## config.mk

```make
export PLATFORM = sky130hd
export DESIGN_NAME = keyed_wdt
export DESIGN_NICKNAME = d
export VERILOG_FILES = /design/src/rtl/keyed_wdt.sv
export SDC_FILE = /design/constraint.sdc
export NUM_CORES = 1
export LEC_CHECK = 0
export ABC_AREA = 1
export BUFFER_PORTS_ARGS = -buffer_cell sky130_fd_sc_hd__buf_4
export CORE_ASPECT_RATIO = 0.5
export CORE_MARGIN = 4
export CORE_UTILIZATION = 37
export CTS_CLUSTER_DIAMETER = 30
export DETAILED_ROUTE_END_ITERATION = 10
export PLACE_DENSITY = 0.59
export RECOVER_POWER = 50
export SYNTH_ARGS = -nofsm -noshare
export SYNTH_HDL_FRONTEND = slang
export SYNTH_SLANG_ARGS = --single-unit
```

## constraint.sdc

```tcl
create_clock -name clk -period 1.3 [get_ports clk]
set_input_delay 0.13 -clock clk [delete_from_list [all_inputs] [get_ports clk]]
set_output_delay 0.13 -clock clk [all_outputs]
set_load 0.03 [all_outputs]
```

## src/rtl/keyed_wdt.sv

```systemverilog
module keyed_wdt #(
  parameter int DW          = 8,
  parameter int SEL_W       = 3,
  parameter int MIN_DIV_LOG = 5,
  parameter logic [7:0] CNT_KEY = 8'h5A,
  parameter logic [7:0] CSR_KEY = 8'hA5
) (
  input  logic            clk,
  input  logic            rst_n,
  input  logic            bus_sel,
  input  logic            bus_wr,
  input  logic            bus_wide,
  input  logic            bus_addr,
  input  logic [2*DW-1:0] bus_wdata,
  output logic [DW-1:0]   bus_rdata,
  output logic            wdt_rst_req,
  output logic            wdt_irq
);
  localparam int PRE_W  = MIN_DIV_LOG + (1 << SEL_W) - 1;
  localparam int RSV_W  = DW - 3 - SEL_W;
  localparam int EN_B   = DW - 1;
  localparam int MODE_B = DW - 2;
  localparam int FLAG_B = DW - 3;

  logic [DW-1:0]    cnt_q;
  logic [PRE_W-1:0] pre_q;
  logic [SEL_W-1:0] cks_q;
  logic             en_q, mode_q, flag_q, rst_q;

  logic [DW-1:0]    key, val;
  logic [PRE_W-1:0] tick_mask;
  logic             wr_ok, cnt_wr, csr_wr, tick, ovf;
  logic             unused_rsv;

  assign key        = bus_wdata[2*DW-1:DW];
  assign val        = bus_wdata[DW-1:0];
  assign unused_rsv = ^val[FLAG_B-1:SEL_W];

  assign wr_ok  = bus_sel & bus_wr & bus_wide;
  assign cnt_wr = wr_ok & ~bus_addr & (key == CNT_KEY);
  assign csr_wr = wr_ok &  bus_addr & (key == CSR_KEY);

  assign tick_mask = (PRE_W'(1) << (MIN_DIV_LOG + 32'(cks_q))) - PRE_W'(1);
  assign tick      = en_q & ((pre_q & tick_mask) == tick_mask);
  assign ovf       = tick & ~cnt_wr & (cnt_q == '1);

  always_ff @(posedge clk or negedge rst_n) begin
    if (!rst_n) begin
      cnt_q <= '0;
      pre_q <= '0;
    end else if (!en_q) begin
      cnt_q <= '0;
      pre_q <= '0;
    end else if (cnt_wr) begin
      cnt_q <= val;
      pre_q <= '0;
    end else begin
      pre_q <= pre_q + PRE_W'(1);
      if (tick) cnt_q <= cnt_q + DW'(1);
    end
  end

  always_ff @(posedge clk or negedge rst_n) begin
    if (!rst_n) begin
      en_q   <= 1'b0;
      mode_q <= 1'b0;
      cks_q  <= '0;
    end else if (csr_wr) begin
      en_q   <= val[EN_B];
      mode_q <= val[MODE_B];
      if (!en_q) cks_q <= val[SEL_W-1:0];
    end
  end

  always_ff @(posedge clk or negedge rst_n) begin
    if (!rst_n) begin
      flag_q <= 1'b0;
      rst_q  <= 1'b0;
    end else begin
      rst_q <= ovf & mode_q;
      if (ovf) flag_q <= 1'b1;
      else if (csr_wr && !val[FLAG_B]) flag_q <= 1'b0;
    end
  end

  assign bus_rdata   = bus_addr ? {en_q, mode_q, flag_q, {RSV_W{1'b0}}, cks_q} : cnt_q;
  assign wdt_rst_req = rst_q;
  assign wdt_irq     = flag_q & ~mode_q;
endmodule

```

-- Yosys cells after proc, flatten, opt, wreduce, memory -nomap -nowiden
Cells that the tools add are included.
- add/subtract/negate cells: 4
- equality and inequality tests: 5
- shifts and indexed selects: 1
- muxes and demuxes: 8
- bitwise gates (word level): 16
- reductions and logical operators: 4
- operators with widths (kind ; number):
    $mux W8 ; 4
    $mux W12 ; 2
    $eq A8 B8 Y1 const B ; 2
    $add A12 B1 Y12 const B ; 1
    $and A12 B12 Y12 ; 1
    $eq A12 B12 Y1 ; 1
    $shl A1 B4 Y12 const A ; 1
    $sub A12 B2 Y12 const B ; 1
    $and A1 B1 Y1 ; 11
    $add A8 B1 Y8 const B ; 1
    $eq A8 B7 Y1 const B ; 1
    $add A3 B3 Y4 const A ; 1
    $not A1 Y1 ; 4
    $ne A3 B1 Y1 const B ; 1
    $mux W1 ; 2
    $reduce_and A2 Y1 ; 1
    $reduce_bool A2 Y1 ; 1
    $logic_and A1 B1 Y1 ; 1
    $logic_not A1 Y1 ; 1
- register bits: 27
- word-level logic and storage cells: 45

-- Longest topological paths before layout
Gate-level depths: netlist of the first run.
- word-level depth: 9
- gate-level depth with buffers: 10

-- Worst setup path after synthesis of the first run
OpenSTA, ideal clock, no wires.
- path type: flip-flop to flip-flop
- start: reg pre_q[0]
- end: reg cnt_q[0]
- library setup time: 0.117 ns
- arrival: 1.160 ns
- required time: 1.183 ns
- slack: 0.023 ns
- stages on the path, launching flop included: 10
- buffers on the path: 1
- cell sequence: dfrtp_1 ha_1 nand3_1 nor2_1 nand2_1 nor2_1 nand2_1 buf_6 nand3_1 nand2_1
- word-level cells in the longest chain between the ends: 4
- RTL lines (what ; RTL line ; text):
    from (decl) ; 26 ; logic [PRE_W-1:0] pre_q;
    from (signal assigned) ; 58 ; pre_q <= pre_q + PRE_W'(1);
    $and A12 B12 Y12 ; 44 ; assign tick = en_q & ((pre_q & tick_mask) == tick_mask);
    $eq A12 B12 Y1 ; 44 ;
    $and A1 B1 Y1 ; 44 ;
    $ne A3 B1 Y1 (no source line) ; - ;
    to (signal assigned) ; 55 ; cnt_q <= val;
    to (signal assigned) ; 59 ; if (tick) cnt_q <= cnt_q + DW'(1);
    to (decl) ; 25 ; logic [DW-1:0] cnt_q;
Every way passes these cells.
A chain may end at the register's enable or synchronous reset.

-- Worst setup path after layout of the first run
- start: reg pre_q[0]
- end: reg cnt_q[1]
Same word-level chain as after synthesis.

==> run metrics, run 1 <==
# diodes=0; CP Data Required Time=1.48 ns; Hold Path Class=primary input to register; vias in the first global route=1932; initial DRC count=49; simple-gate share of the synthesized area=42.6%; CTS tree=built; Worst Max-Slew Pin Slew=0.703 ns; Initial Util=40.2%; sequential area share after synthesis=36.4%; slowest library cell on the worst path=dfrtp_1; largest net degree at the start of global routing=28; FF-to-FF setup slack=-0.05 ns; Fillers=445; Max Root-Sink Buffers=2; Tmin final=1.35 ns; RSZ-0062 raised after global routing=true; crit path cell chain=ha_2 -> nand3_2 -> nor2_1 -> nand2_1 -> nor2_1 -> nand2_2 -> buf_6 -> nand3_2 -> nand2_1; Yosys top cell by area=dfrtp_1; failing checks=setup timing; final worst slack=-0.0482 ns; gr usage total=16.4%; Power Dens Cells=1190 nW/µm²; syn nets=282; Setup violations, final=12; Worst EP arrival=1.53 ns; Setup crit end kind=register; vias per cell=4.74; final hold violation count=0; Skew-Pair Late Insertion Delay=0.28 ns; Core Rows=17; P_leak=0.00132 µW; largest family of logic cells by synthesized area=simple AND/OR/NAND/NOR gates; Root Buffer=clkbuf_8; Num CTS Buffers=3; mux contribution to synthesized area=0%; Max-slew headroom=53.1%; initial antenna violation count=0; Synth cell types=27; H-tree depth=1; final hold slack=0.0619 ns; Routed wire per std cell=12.4 µm; Core ar.=4620 µm²; via count=1828; design area=2590 µm²; synth warn=0; Synth Instances=257; Critical path buffers and inverters=1; Largest delay share family, worst path=simple AND/OR/NAND/NOR gates; most frequent cells in the layout=nand2_1 (71), buf_4 (56), nor2_1 (30), dfrtp_1 (26), inv_1 (22); hold_sp=bus_wdata[0]; Critical Path Fanout Max=5; clock slew at reported path FFs=0.10 ns; ranking of synthesized cells by area=dfrtp_1 (36%), nand2_1 (15%), nor2_1 (7.5%); Final Skew=0.0105 ns; Yosys reg bits=27; peak ir drop on the vdd network=0.000758 V; maximum clock rate=742 MHz; Worst Setup SP=pre_q[0]; DIE WIDTH=108 µm; I/O Buffers=31; final core utilization=56.2%; slowest stage delay, CP=0.36 ns; Mapped Area=1850 µm²; Post-DP HPWL=3.45 mm; period utilization=104%; R2R Path Start=pre_q[0]; nets@finish=346; most common cell after layout, fill and taps aside=nand2_1; Die H=58.1 µm; maxcap violations=0; Adder-Cell Fraction of Synth Area=2.02%; Post-Route WL=4.80 mm; post-synthesis compound-gate area fraction=7.96%; fin. max-slew vios=0; Worst Path Class, Setup=register to register; # IOs=32; Yosys top cell area share=36.4%; Synth Area in XOR/XNOR=1.89%; first-pass detailed-route iteration total=4; Cell Area, Placed=2310 µm²; global placer's final weighted congestion=0.845; Die Area=6280 µm²; share of cells above drive strength 1=35.3%; outcome=complete, but fails checks; Avg Cell Area, Syn=7.22 µm²; startpoint types=register; first-pass GRT wire length=8.34 mm; grt ovf=0; Post-Place Setup Slack=-0.168 ns; drc violations=0; # clock sinks=27; Post-DRT Antenna Nets=0; P&R area growth vs syn=39.9%
[synthesized netlist by cell type (all sizes together)]
master,number
nor3,8
a21oi,10
nand3,25
buf,5
inv,28
nand2,78
ha,3
dfrtp,27
nand4,2
xnor2,1
xor2,3
nand3b,6
clkbuf,1
nor4,1
o21ai,18
o21bai,1
nor2,40
[per-layer routing]
metal	wire length (µm)	global-route usage, %	vias up
met5	0	0	-
met4	53	6.65	0
met3	158	2.78	6
met2	2350	29.5	26
met1	2240	19.8	849
li1	-	-	947
[metrics by stage]
| stage | std cells | TNS (ns) | total power [µW] |
|---|---|---|---|
| finish | 386 | -0.341 | 3080 |
| global route | 386 | -2.08 | 3320 |
| CTS | 384 | -0.429 | 2920 |
| detailed placement | 374 | -1.46 | 2270 |
| global placement | 374 | -1.14 | 2240 |
| floorplan | 257 | 0 | 1830 |
[worst min-delay path, delay by kind of cell]
| family | cells | cell delay, ns |
|---|---|---|
| buffers and inverters | 1 | 0.08 |
| AND/OR/NAND/NOR | 2 | 0.09 |
[timing repair]
item / CTS / global route
hold endpoints to repair: 27 / 0
endpoints found under the setup margin: 16 / 22
hold buffers: 1 / 0
pin swaps: 17 / 14
gates resized for setup: 23 / 31
setup buffers: 5 / 2
[report_power, final]
| part | switching [µW] | leakage (µW) | internal, µW |
|---|---|---|---|
| combinational | 779 | 0.000982 | 682 |
| clock | 273 | 0.0000228 | 220 |
| sequential | 136 | 0.000315 | 985 |
[sequential cells by signal (all words and copies together), names as in the netlist]
| name | count |
|---|---|
| cnt_q | 8 |
| flag_q | 1 |
| en_q | 1 |
| pre_q | 12 |
| cks_q | 3 |
| mode_q | 1 |
| wdt_rst_req | 1 |
[area by class of cell]
class / count / area, µm² / share of cell area (%)
Sequential cell: 27 / 677 / 26.1
Clock buffer: 4 / 45.0 / 1.74
Tap cell: 66 / 82.6 / 3.18
Timing Repair Buffer: 65 / 514 / 19.8
Inverter: 28 / 113 / 4.34
Multi-Input combinational cell: 196 / 1160 / 44.8
[cell families (layout without fill, tap and decap cells)]
kind of cell	after synthesis	after routing
buffers and inverters	34	97
flip-flops	27	27
adder cells (fa/ha/maj)	3	3
XOR/XNOR	4	4
AO/OA/AOI/OAI	29	29
AND/OR/NAND/NOR	160	160
[path summary, 6_finish.rpt]
| check | endpoint | cells after the start |
|---|---|---|
| setup / recovery | cnt_q[1] | 9 |
| hold / removal | cks_q[0] | 3 |
| setup reg to reg | cnt_q[1] | 9 |
| hold reg to reg | pre_q[11] | 1 |
| max in group asynchronous | cks_q[1] | 2 |
| min in group asynchronous | cks_q[0] | 2 |
No activity file was read; power rests on OpenSTA's default activity.
==> run 2: changes to the inputs <==
--- a/config.mk
+++ b/config.mk
@@ -6,7 +6,7 @@
 export NUM_CORES = 1
 export LEC_CHECK = 0
 export ABC_AREA = 1
-export BUFFER_PORTS_ARGS = -buffer_cell sky130_fd_sc_hd__buf_4
+export BUFFER_PORTS_ARGS = -buffer_cell sky130_fd_sc_hd__buf_2
 export CORE_ASPECT_RATIO = 0.5
 export CORE_MARGIN = 4
 export CORE_UTILIZATION = 37
==> run 2 against run 1 <==
  * The run still ends with setup timing left
  * First-iteration DRC count grew 51%
  * Sequential power is essentially flat
  * Utilization shrank 1.4 points
  * Flip-flop and latch count did not move
  * Clock skew down 0.0044 ns
  * Combinational power shrank 4%
  * Count of clock-buffer cells in the layout is the same
==> run metrics, run 2 (synthesized netlist as in run 1, its figures left out) <==
outcome=complete, but fails checks; failing checks=setup timing; vias per cell=4.69; most common cell after layout, fill and taps aside=nand2_1; # IOs=32; R2R Path Start=pre_q[1]; Critical path buffers and inverters=1; largest net degree at the start of global routing=28; first-pass GRT wire length=7.93 mm; slowest library cell on the worst path=dfrtp_1; sw frac=38.0%; Cell Count, Final, Fillers Out=390; Worst Path Class, Setup=register to register; vias in the first global route=1771; CTS tree=built; global placer's final weighted congestion=0.853; grt ovf=0; Power Total=2960 µW; # diodes=0; I/O Buffers=31; Largest delay share family, worst path=simple AND/OR/NAND/NOR gates; hold path depth=3; crit path cell chain=ha_2 -> nand3_2 -> nor2_2 -> nand2_1 -> nor2_2 -> nand2_4 -> buf_6 -> nor3_2; maxcap violations=0; Sequential Power Share=36.8%; FF-to-FF setup slack=-0.05 ns; Critical Path Fanout Max=4; CP Data Required Time=1.50 ns; period utilization=104%; Worst EP arrival=1.55 ns; drc violations=0; Max Root-Sink Buffers=2; max reg flops=12; Final Skew=0.00603 ns; CP most frequent cell=nor2_2; Core ar.=4620 µm²; hold_sp=bus_wdata[0]; placed cells=375; Worst Setup SP=pre_q[1]; NetSw=1120 µW; Post-Route WL=4.70 mm; P&R area growth vs syn=36.4%; Routed wire per std cell=12.1 µm; initial DRC count=74; # clock sinks=27; FF-to-FF path depth=8; final core utilization=54.8%; Max-slew headroom=53.9%; Hold Path Class=primary input to register; fin. max-slew vios=0; Setup violations, final=10; Core Rows=17; Die H=58.1 µm; via count=1831; H-tree depth=1; final worst slack=-0.0545 ns; Root Buffer=clkbuf_8; Setup crit end kind=register; Logic pwr share=47.2%; final hold violation count=0; gr usage total=15.6%; Post-DRT Antenna Nets=0; Critical Path Stages=8; Power Dens Cells=1170 nW/µm²; peak ir drop on the vdd network=0.000600 V; Biggest register=pre_q; P_leak=0.00132 µW; first-pass detailed-route iteration total=4; Post-DP HPWL=3.47 mm; DIE WIDTH=108 µm; share of cells above drive strength 1=34.6%; Tmin final=1.35 ns; setup tns final=-0.325 ns; Die Area=6280 µm²; final hold slack=0.0763 ns; Clk pwr share=16.0%; nets@finish=350; RSZ-0062 raised after global routing=true; initial antenna violation count=0; Initial Util=40.2%; Largest regs=pre_q: 12 flops, cnt_q: 8 flops, cks_q: 3 flops; clock slew at reported path FFs=0.09 ns; Worst Max-Slew Pin Slew=0.692 ns; Internal=1830 µW; Num CTS Buffers=3; slowest stage delay, CP=0.36 ns; Skew-Pair Late Insertion Delay=0.27 ns; startpoint types=register; maximum clock rate=738 MHz; most frequent cells in the layout=nand2_1 (71), buf_4 (32), nor2_1 (30), dfrtp_1 (26)
## run 2: layout make-up
| cell class | count | area [µm²] |
|---|---|---|
| Tap cell | 66 | 82.6 |
| Inverter | 28 | 110 |
| Multi-Input combinational cell | 196 | 1130 |
| Fill cell | 438 | 2090 |
| Clock buffer | 4 | 45.0 |
| Sequential cell | 27 | 677 |
| Timing Repair Buffer | 69 | 488 |
## run 2: per-layer routing
metal / wire length (µm) / track usage, % / vias to the layer above
li1: - / - / 956
met2: 2310 / 27.6 / 19
met5: 0 / 0 / -
met4: 27 / 3.06 / 0
met3: 156 / 3.11 / 2
met1: 2210 / 20.1 / 854
## run 2: path summary, 6_finish.rpt
path | endpoint
setup / recovery | wdt_rst_req
hold / removal | cks_q[0]
setup reg to reg | wdt_rst_req
hold reg to reg | pre_q[11]
max in group asynchronous | cks_q[1]
min in group asynchronous | pre_q[1]
## run 2: what timing repair did
action                                  in CTS  in global routing
endpoints found under the hold margin       27                  0
hold buffers                                 1                  0
endpoints found under the setup margin      19                 22
pin swaps                                    8                  8
setup buffers                                1                  9
gates resized for setup                     23                 30
## run 2: worst min-delay path: stages
cell,delay [ns]
buf_2,0.09
nand2_1,0.04
nand2_1,0.06
## run 2: power groups by stage
stage | clock, µW | combinational (µW) | sequential [µW]
floorplan | 0 | 704 | 1120
global placement | 0 | 1140 | 1100
detailed placement | 0 | 1170 | 1100
CTS | 504 | 1280 | 1080
global route | 535 | 1570 | 1120
finish | 472 | 1400 | 1090
## run 2: metrics by stage
| step | worst slack (ns) | instance area, µm² |
|---|---|---|
| 6_report | -0.0545 | 2530 |
| 5_1_grt | -0.167 | 2530 |
| 4_1_cts | -0.0472 | 2370 |
| 3_5_place_dp | -0.157 | 2240 |
| 3_3_place_gp | -0.0957 | 2240 |
| 2_1_floorplan | 0.0235 | 1850 |
==> run 3: changes to the inputs <==
--- a/config.mk
+++ b/config.mk
@@ -7,13 +7,16 @@
 export LEC_CHECK = 0
 export ABC_AREA = 1
 export BUFFER_PORTS_ARGS = -buffer_cell sky130_fd_sc_hd__buf_2
+export CELL_PAD_IN_SITES_DETAIL_PLACEMENT = 0
+export CELL_PAD_IN_SITES_GLOBAL_PLACEMENT = 1
 export CORE_ASPECT_RATIO = 0.5
 export CORE_MARGIN = 4
-export CORE_UTILIZATION = 37
+export CORE_UTILIZATION = 36
 export CTS_CLUSTER_DIAMETER = 30
 export DETAILED_ROUTE_END_ITERATION = 10
-export PLACE_DENSITY = 0.59
+export PLACE_DENSITY = 0.75
 export RECOVER_POWER = 50
+export SETUP_SLACK_MARGIN = 0.2
 export SYNTH_ARGS = -nofsm -noshare
 export SYNTH_HDL_FRONTEND = slang
 export SYNTH_SLANG_ARGS = --single-unit
==> run 3 against run 2 <==
  * The flow still finishes with violations (setup timing)
  * Utilization rose by 0.11 points
  * Register-to-register slack barely moved
  * Critical path depth is the same
  * Sequential power rose by 7%
  * Combinational power about the same
  * Flip-flop and latch count did not move
  * Maximum frequency down 0.55%
  * Non-clock buffer count grew 7
  * Via count increased by 6.2%
  * Final cell count rose by 3.1%
  * Critical endpoint unchanged
==> run metrics, run 3 (synthesized netlist as in run 1, its figures left out) <==
Final Skew=0.00375 ns; Post-Route WL=4.98 mm; gr usage total=15.7%; outcome=complete, but fails checks; nets@finish=358; clock slew at reported path FFs=0.10 ns; most frequent cells in the layout=nand2_1 (67), buf_4 (33), nor2_1 (25), dfrtp_1 (24), buf_2 (21); startpoint types=register; period utilization=105%; vias per cell=4.84; met2 WL=2.44 mm; final worst slack=-0.0620 ns; Post-DP HPWL=3.44 mm; WL met3=229 µm; Setup violations, final=12; # clock sinks=27; failing checks=setup timing; final core utilization=54.9%; hold path depth=3; largest net degree at the start of global routing=28; Tmin final=1.36 ns; Setup crit end kind=register; maximum clock rate=734 MHz; drc violations=0; # IOs=32; Met1 Wirelength=2.29 mm; FF-to-FF setup slack=-0.06 ns; H-tree depth=1; initial antenna violation count=0; Critical Path Fanout Max=10; Worst EP arrival=1.57 ns; worst reg2reg endpoint=wdt_rst_req; NetSw=1200 µW; Die Area=6430 µm²; Logic pwr share=45.4%; Power Dens Cells=1130 nW/µm²; final hold violation count=0; max reg flops=12; Core ar.=4950 µm²; Core Rows=18; Clk pwr share=16.6%; Num CTS Buffers=3; Hold Path End=cks_q[0]; sw frac=39.0%; Die H=58.8 µm; Post-Place Setup Slack=-0.0925 ns; Biggest register=pre_q; first-pass detailed-route iteration total=4; Largest regs=pre_q: 12 flops, cnt_q: 8 flops, cks_q: 3 flops; Worst Path Class, Setup=register to register; first-pass GRT wire length=8.04 mm; CP Data Required Time=1.51 ns; R2R Path Start=cks_q[1]; CTS tree=built; Worst Max-Slew Pin Slew=0.688 ns; maxcap violations=0; Fillers=474; DIE WIDTH=109 µm; peak ir drop on the vdd network=0.000481 V; Internal=1870 µW; vias in the first global route=1756; P_leak=0.00137 µW; Root Buffer=clkbuf_8; Max Root-Sink Buffers=2; fin. max-slew vios=0; Max-slew headroom=54.1%; most common cell after layout, fill and taps aside=nand2_1; Initial Util=37.4%; Post-DRT Antenna Nets=0; share of cells above drive strength 1=41.0%; P&R area growth vs syn=46.8%; FF-to-FF path depth=8; top sig layer=met4; I/O Buffers=31; hold_sp=bus_wdata[0]; global placer's final weighted congestion=0.809; Sequential Power Share=38.0%; initial DRC count=79; Routed wire per std cell=12.4 µm; RSZ-0062 raised after global routing=true; # diodes=0; Skew-Pair Late Insertion Delay=0.28 ns; via count=1945; grt ovf=0; Hold Path Class=primary input to register
[run 3: cell types whose count changed in the layout (fill, tap and decap cells not counted), sizes merged]
cell,delta
buf,+9
clkbuf,-3
clkinvlp,+2
[run 3: what timing repair did]
action,CTS,global route
cloned,0,1
hold endpoints to repair,27,0
endpoints found under the setup margin,26,33
gates resized for setup,46,37
pin swaps,12,9
hold buffers,1,0
setup buffers,11,10
[run 3: worst max-delay path by stage]
stage          startpoint           to  depth (start not counted)
2_1_floorplan    pre_q[0]     cnt_q[0]                          9
3_3_place_gp     pre_q[0]     cnt_q[0]                          9
3_5_place_dp     pre_q[0]     cnt_q[0]                          9
4_1_cts          pre_q[1]  wdt_rst_req                          8
5_1_grt          pre_q[1]     cnt_q[0]                          9
6_report         cks_q[1]  wdt_rst_req                          8
[run 3: final cells by class]
| type | instances | area [µm²] | share of cell area [%] |
|---|---|---|---|
| repair inverters | 1 | 8.76 | 0.322 |
| well taps | 70 | 87.6 | 3.22 |
| repair buffers | 76 | 611 | 22.4 |
| clock inverters | 1 | 7.51 | 0.276 |
| inverters | 28 | 124 | 4.55 |
| clock buffers | 3 | 41.3 | 1.52 |
| flip-flops and latches | 27 | 679 | 25.0 |
| multi-input cells | 196 | 1160 | 42.7 |
[run 3: layer usage]
metal / global-route usage (%) / vias up
li1: - / 982
met1: 20.0 / 916
met2: 27.9 / 45
met3: 3.61 / 2
met4: 2.13 / 0
met5: 0 / -
[run 3: power by group through the flow]
stage	Combinational (µW)	Sequential, µW	Clock, µW
global placement	1010	1160	0
CTS	1230	1150	529
global route	1570	1190	561
finish	1390	1170	510
detailed placement	1030	1160	0
floorplan	725	1130	0
[run 3: metrics by stage]
step           hold slack (ns)  setup TNS (ns)  power (µW)  instance area [µm²]  std cells
5_1_grt                 0.0752           -2.10        3310                 2720        402
2_1_floorplan           -0.166               0        1850                 1880        257
3_5_place_dp             0.197          -0.761        2190                 2240        375
4_1_cts                 0.0541          -0.660        2910                 2510        391
3_3_place_gp             0.182          -0.456        2170                 2240        375
6_report                0.0626          -0.477        3070                 2720        402
[run 3: critical path: stages (launching register included)]
cell and delay (ns):
dfrtp_2 0.46, nor2_1 0.12, nand2_1 0.05, nand2_1 0.06
nand2_1 0.07, nor2_2 0.11, nand2_2 0.10, buf_12 0.16
nor3_2 0.15
